===== src/rtl/nand_bus_bridge.sv =====
module nand_bus_bridge #(
  parameter int STROBE_CLKS = 2
) (
  input  logic        clk,
  input  logic        rst_n,
  input  logic        bus_req,
  input  logic        bus_wr,
  input  logic        bus_wide,
  input  logic [2:0]  bus_addr,
  input  logic [15:0] bus_wdata,
  output logic [15:0] bus_rdata,
  output logic        bus_wait,
  output logic        irq,
  output logic [7:0]  nand_io_out,
  output logic        nand_io_oe,
  input  logic [7:0]  nand_io_in,
  output logic        nand_cle,
  output logic        nand_ale,
  output logic        nand_ce_n,
  output logic        nand_we_n,
  output logic        nand_re_n,
  input  logic        nand_rb,
  output logic [1:0]  pwr_ctl
);
  localparam int CW = $clog2(STROBE_CLKS + 1);
  localparam logic [CW-1:0] LAST = CW'(STROBE_CLKS - 1);

  typedef enum logic [1:0] {S_IDLE, S_LOW, S_HIGH} state_t;

  state_t      state;
  logic [CW-1:0] cnt;
  logic        idx, rd_q, wide_q;
  logic [15:0] wdata_q, data_q;
  logic [7:0]  mode_q, imr_q;
  logic [3:0]  isr_q;
  logic        rb_s1, rb_s2, rb_s3;

  wire go      = bus_req & (state == S_IDLE);
  wire wr_go   = go & bus_wr;
  wire data_go = go & (bus_addr == 3'd0);
  wire ce      = mode_q[4];
  wire rise    = rb_s2 & ~rb_s3;
  wire [3:0] clr = (wr_go && bus_addr == 3'd6) ? bus_wdata[3:0] : 4'h0;

  assign bus_wait    = (state != S_IDLE);
  assign nand_ce_n   = ~ce;
  assign nand_cle    = ce & mode_q[0];
  assign nand_ale    = ce & mode_q[1];
  assign pwr_ctl     = mode_q[3:2];
  assign nand_we_n   = ~(ce & (state == S_LOW) & ~rd_q);
  assign nand_re_n   = ~(ce & (state == S_LOW) & rd_q);
  assign nand_io_oe  = ce & (state != S_IDLE) & ~rd_q;
  assign nand_io_out = idx ? wdata_q[15:8] : wdata_q[7:0];
  assign irq         = imr_q[7] & imr_q[0] & isr_q[0];

  always_comb begin
    case (bus_addr)
      3'd0:    bus_rdata = data_q;
      3'd4:    bus_rdata = {8'h00, mode_q};
      3'd5:    bus_rdata = {8'h00, ~rb_s2, 7'h00};
      3'd6:    bus_rdata = {12'h000, isr_q};
      3'd7:    bus_rdata = {8'h00, imr_q};
      default: bus_rdata = 16'h0000;
    endcase
  end

  always_ff @(posedge clk or negedge rst_n) begin
    if (!rst_n) begin
      rb_s1 <= 1'b1; rb_s2 <= 1'b1; rb_s3 <= 1'b1;
      mode_q <= 8'h00; imr_q <= 8'h00; isr_q <= 4'h0;
    end else begin
      rb_s1 <= nand_rb; rb_s2 <= rb_s1; rb_s3 <= rb_s2;
      isr_q <= (isr_q & ~clr) | {3'b000, rise};
      if (wr_go && bus_addr == 3'd4) mode_q <= bus_wdata[7:0];
      if (wr_go && bus_addr == 3'd7) imr_q  <= bus_wdata[7:0];
    end
  end

  always_ff @(posedge clk or negedge rst_n) begin
    if (!rst_n) begin
      state <= S_IDLE; cnt <= '0; idx <= 1'b0;
      rd_q <= 1'b0; wide_q <= 1'b0;
      wdata_q <= 16'h0; data_q <= 16'h0;
    end else begin
      case (state)
        S_IDLE: if (data_go) begin
          if (!bus_wr) data_q <= 16'h0;
          if (ce) begin
            state   <= S_LOW;
            cnt     <= '0;
            idx     <= 1'b0;
            rd_q    <= ~bus_wr;
            wide_q  <= bus_wide;
            wdata_q <= bus_wdata;
          end
        end
        S_LOW: begin
          if (cnt == LAST) begin
            cnt   <= '0;
            state <= S_HIGH;
            if (rd_q) begin
              if (idx) data_q[15:8] <= nand_io_in;
              else     data_q[7:0]  <= nand_io_in;
            end
          end else begin
            cnt <= cnt + 1'b1;
          end
        end
        S_HIGH: begin
          if (wide_q && !idx) begin
            idx   <= 1'b1;
            state <= S_LOW;
          end else begin
            state <= S_IDLE;
          end
        end
        default: state <= S_IDLE;
      endcase
    end
  end

  logic [CW:0] we_run;
  always_ff @(posedge clk or negedge rst_n) begin
    if (!rst_n) we_run <= '0;
    else if (!nand_we_n) we_run <= we_run + 1'b1;
    else we_run <= '0;
  end


  we_width_chk: assert property (@(posedge clk) disable iff (!rst_n)
    $rose(nand_we_n) |-> (we_run == (CW+1)'(STROBE_CLKS)));

  wait_start_chk: assert property (@(posedge clk) disable iff (!rst_n)
    (bus_req && !bus_wait && bus_addr == 3'd0 && mode_q[4]) |=> bus_wait);

  ready_set_chk: assert property (@(posedge clk) disable iff (!rst_n)
    (rb_s2 && !rb_s3) |=> isr_q[0]);

  irq_mask_chk: assert property (@(posedge clk) disable iff (!rst_n)
    irq |-> (isr_q[0] && imr_q[0] && imr_q[7]));

  isr_clear_chk: assert property (@(posedge clk) disable iff (!rst_n)
    (bus_req && !bus_wait && bus_wr && bus_addr == 3'd6 && bus_wdata[0] && !(rb_s2 && !rb_s3))
    |=> !isr_q[0]);

  standby_pins_chk: assert property (@(posedge clk) disable iff (!rst_n)
    nand_ce_n |-> (!nand_cle && !nand_ale && nand_we_n && nand_re_n));
endmodule


===== config.mk =====
export PLATFORM = sky130hd
export DESIGN_NAME = nand_bus_bridge
export DESIGN_NICKNAME = d
export VERILOG_FILES = /design/src/rtl/nand_bus_bridge.sv
export SDC_FILE = /design/constraint.sdc
export NUM_CORES = 1
export LEC_CHECK = 0
export ABC_AREA = 1
export BUFFER_PORTS_ARGS = -buffer_cell sky130_fd_sc_hd__buf_2
export CELL_PAD_IN_SITES_DETAIL_PLACEMENT = 0
export CELL_PAD_IN_SITES_GLOBAL_PLACEMENT = 1
export CORE_AREA = 2 2 80 97
export CTS_BUF_LIST = sky130_fd_sc_hd__clkbuf_4
export DETAILED_ROUTE_END_ITERATION = 8
export DIE_AREA = 0 0 82 99
export MAX_ROUTING_LAYER = met4
export PLACE_DENSITY = 0.84
export SLEW_MARGIN = 10
export SYNTH_ARGS = -nofsm -noshare
export SYNTH_HDL_FRONTEND = slang
export SYNTH_SLANG_ARGS = --single-unit
export TNS_END_PERCENT = 1

===== constraint.sdc =====
create_clock -name clk -period 2.1 [get_ports clk]
set_clock_uncertainty 0.15 [all_clocks]
set_input_delay 0.42 -clock clk [delete_from_list [all_inputs] [get_ports clk]]
set_output_delay 0.42 -clock clk [all_outputs]
set_load 0.03 [all_outputs]

Word-level counts from Yosys, hierarchy flattened
Cells that the tools add are included.

operators by class
  add/subtract/negate cells = 1
  equality and inequality tests = 15
  mux-type cells = 23
  bitwise gates (word level) = 23
  reductions and logical operators = 16

operator list
  cell                 number
  $pmux 16 s5          1
  $mux 16              4
  $pmux 16 s2          1
  $mux 8               3
  $ne 2x2->1 const B   7
  $and 1x1->1          13
  $eq 3x3->1 const B   4
  $mux 2               6
  $reduce_and 6->1     2
  $reduce_and 3->1     3
  $not 1->1            7
  $pmux 2 s3           1
  $reduce_bool 2->1    3
  $and 4x4->4          1
  $eq 2x1->1 const B   2
  $logic_and 1x1->1    4
  $mux 1               4
  $mux 4               1
  $not 4->4            1
  $or 4x1->4           1
  $pmux 2 s2           1
  $reduce_and 4->1     1
  $logic_not 3->1      1
  $add 2x1->2 const B  1
  other kinds (5)      5

storage, ports and cells
  register bits = 62
  input port bits = 33
  logic and storage cells = 92

Logic depth before layout (Yosys ltp)
  depth after elaboration = 8
  gate-level depth with buffers = 9

Worst setup path after synthesis
No wires, ideal clock.

  kind = register to output
  start = register mode_q[4]
  end = output nand_io_oe
  arrival = 1.333 ns
  data required time = 1.530 ns
  slack = 0.197 ns
  stages on the path, launching flop included = 3
  buffers on the path = 0
  path through = dfrtp_1 > inv_1 > nor3_1

between the ends
  word-level cells in the longest chain between the ends = 2

RTL lines
  item                      RTL line  source
  start: declaration        34        logic [7:0] mode_q, imr_q;
  start signal: assignment  74        if (wr_go && bus_addr == 3'd4) mode_q <= bus_wdata[7:0];
  $and 1x1->1 (2 in a row)  52        assign nand_io_oe = ce & (state != S_IDLE) & ~rd_q;
  end: declaration          15        output logic nand_io_oe,

Every way passes these cells.

Worst setup path after layout
  start = register state[1]
  end = output nand_re_n

between the ends
  word-level cells in the longest chain between the ends = 4

RTL lines
  item                      RTL line  source
  start: declaration        30        state_t state;
  start signal: assignment  81        state <= S_IDLE; cnt <= '0; idx <= 1'b0;
  start signal: assignment  89        state <= S_LOW;
  start signal: assignment  100       state <= S_HIGH;
  $eq 2x1->1                51        assign nand_re_n = ~(ce & (state == S_LOW) & rd_q);
  $and 1x1->1 (2 in a row)  51
  $not 1->1                 51
  end: declaration          21        output logic nand_re_n,

Every way passes these cells.

==> results.yml <==
yosys:
  synth_ff_type: "dfrtp_1"
  ys_warn_count: 0
  syn_nets: 413
  postSynthAreaPerCell_sq_um: 8.04
  ys_seq_area_share_pct: 50.9
  synth_common_cells: "nand2_1 (169), dfrtp_1 (59), inv_1 (38)"
  synth_cell_types: 30
  async_reset_ff_share_pct: 100
  synth_top_area_cell: "dfrtp_1"
  synth_area_sq_um: 3060
  synth_most_common_cell: "nand2_1"
  ys_seq_elements: 62
  syn_inst: 380
  synth_edf_count: 0
  synth_top_area_share_pct: 48.3
  synthTopCellsByArea: "dfrtp_1 (48%), nand2_1 (21%), inv_1 (4.7%)"
global_route:
  grt_pass1_vias: 2551
  grt_util_all_layers_pct: 19.4
  grt_max_degree: 36
  grt_overflow: 0
  grt_pass1_wl_um: 11700
  antenna_found_initial: 0
pwr:
  p_leak_nw: 2.03
  power_density_nw_per_um2: 1380
  p_sw_mw: 2.26
  switching_share_pct: 44.6
  combinationalPowerShare_pct: 44.7
  clockPowerShare_pct: 15.8
  p_int_mw: 2.81
  vdd_drop_max_mv: 0.789
  sequentialPowerShare_pct: 39.5
critical_path:
  crit_path_end_kind: "output port"
  slowest_delay_ns: 0.43
  cp_max_fo: 11
  reg2reg_depth: 5
  crit_slowest_cell: "dfrtp_1"
  critPathArrivalTime_ns: 1.43
  r2r_end: "mode_q[6]$_DFFE_PN0P_"
  critPathKind: "register to output port"
  crit-reg2reg-launch: "state[0]$_DFFE_PN0P_"
  cp-start-kind: "register"
  rrSetupSlack_ns: 0.41
  worstPathRequired_ns: 1.53
  path_cells: "inv_2 > nand2_4 > inv_4 > nand3_1 > buf_2"
timing:
  tns_ns: 0
  post-route-min-period_ns: 2.00
  fin_crit_sh_pct: 95.2
  tightest_slew_ns: 0.526
  grt_setup_unrepaired: "yes"
  finalSetupViolCount: 0
  maxSlewViolCount: 0
  slew_headroom_pct: 64.8
  finalHoldViolations: 0
  fmax_mhz: 500
  holdWs_ns: 0.0612
placement:
  place.gp.congestion: 0.826
  place_hpwl_um: 5280
  io_buffers: 66
floorplan:
  num_rows: 34
  die_h_um: 99
  ios: 67
  die_w_um: 82
  core_sq_um: 7150
  die_area_sq_um: 8120
  start_util_pct: 42.8
clock_tree:
  clock_sinks: 62
  htree_levels: 3
  cts_tree: "built"
  cts_buffer_depth: 2
  clock_latency_ns: 0.38
  postCtsSetupBuffers: 0
  clk_pin_slew_ns: 0.11
  cts-root-buf: "clkbuf_4"
  cts_buffers: 9
hold_path:
  worstHoldPathType: "primary input to register"
  holdPathEnd: "wdata_q[13]$_DFFE_PN0P_"
  min_delay_path_depth: 3
  worstHoldStart: "bus_wdata[13]"
run_status:
  status: "complete, no violations"
cells_and_area:
  num-fill-cells: 723
  nets: 489
  areaGrowthSynthToFinish_pct: 20.0
  drive_gt1_share_pct: 25.6
  antennaDiodeCount: 0
route:
  drtAntennaViolNets: 0
  wl_um: 7010
  vias: 2628
  via_per_inst: 4.77
  dr.pass1.iters: 4
  drc: 0
  drt-initial-drc-count: 125
  wire_per_inst_um: 12.7
flow_run:
  drv_cap: 0
-- layout make-up --
class                   instances  area (sq um)  share of cell area [%]
flip-flops and latches         62          1560                    42.5
multi-input cells             260          1230                    33.4
repair buffers                 79           463                    12.6
inverters                      44           174                    4.74
well taps                      90           113                    3.07
clock buffers                  11          82.6                    2.25
clock inverters                 5          51.3                    1.40
-- worst max-delay path: cells and delay by family, from the launching register on --
| kind | cells | cell delay, ns |
|---|---|---|
| DFF | 1 | 0.43 |
| buffers and inverters | 3 | 0.41 |
| and+or+nand+nor | 2 | 0.20 |
-- registers in the layout, indices dropped and copies added (netlist names) --
register	flops
wdata_q	16
mode_q	8
idx	1
wide_q	1
rd_q	1
isr_q	4
rb_s1	1
data_q	16
imr_q	8
state	2
rb_s3	1
cnt	2
rb_s2	1
-- how the worst max path moves through the flow --
| stage | from | end |
|---|---|---|
| CTS | mode_q[4]$_DFFE_PN0P_ | nand_io_oe |
| finish | state[1]$_DFFE_PN0P_ | nand_re_n |
| floorplan | mode_q[4]$_DFFE_PN0P_ | nand_io_oe |
| global route | state[0]$_DFFE_PN0P_ | nand_re_n |
| detailed placement | bus_addr[1] | bus_rdata[0] |
| global placement | bus_addr[1] | bus_rdata[4] |
-- repair_timing --
action / CTS / global route
pin swaps: 0 / 0
gates cloned: 0 / 0
endpoints found under the hold margin: 13 / 0
hold buffers: 2 / 0
resized for setup: 3 / 5
endpoints found under the setup margin: 3 / 9
-- metal layers --
layer	share of wire, %	GRT usage [%]	wire length (um)
met1	46	24.9	3190
met2	48	30.0	3340
met3	4.5	3.85	318
met4	2.3	7.44	161
met5	0	-	0
-- power groups by stage --
stage          logic (mW)  registers [mW]  clock network, mW
6_report             2.27            2.00              0.802
5_1_grt              2.53            2.07              0.899
4_1_cts              2.28            2.00              0.829
3_5_place_dp         2.26            2.01                  0
3_3_place_gp         2.23            2.01                  0
2_1_floorplan        1.80            1.93                  0
-- placed cells by master (no fill, tap or decap), types with 6 or more instances in the layout --
master	count
buf_2	64
buf_4	11
clkbuf_4	11
dfrtp_1	58
inv_1	37
nand2_1	169
nand3_1	6
nand4_1	16
nor2_1	18
o21ai_0	18
-- cells by family (layout without fill, tap and decap cells) --
group                  count (synthesis)  after routing  synth area share (%)
DFF                                   62             62                  50.9
buffers and inverters                 58            139                  9.66
and+or+nand+nor                      225            225                  31.8
AOI/OAI and AO/OA                     35             35                  7.62
-- per-stage QoR --
| stage | instances | setup WS [ns] | util [%] | power [mW] | area [sq um] |
|---|---|---|---|---|---|
| after floorplan | 380 | 0.197 | - | 3.73 | 3060 |
| after global placement | 533 | 0.0790 | 48.7 | 4.24 | 3480 |
| after detailed placement | 533 | 0.0630 | 48.7 | 4.27 | 3480 |
| after CTS | 551 | 0.00613 | 51.0 | 5.11 | 3640 |
| after global routing | 551 | 0.00440 | 51.3 | 5.50 | 3670 |
| final | 551 | 0.0998 | 51.3 | 5.07 | 3670 |
Power figures use the tool's default switching activity.
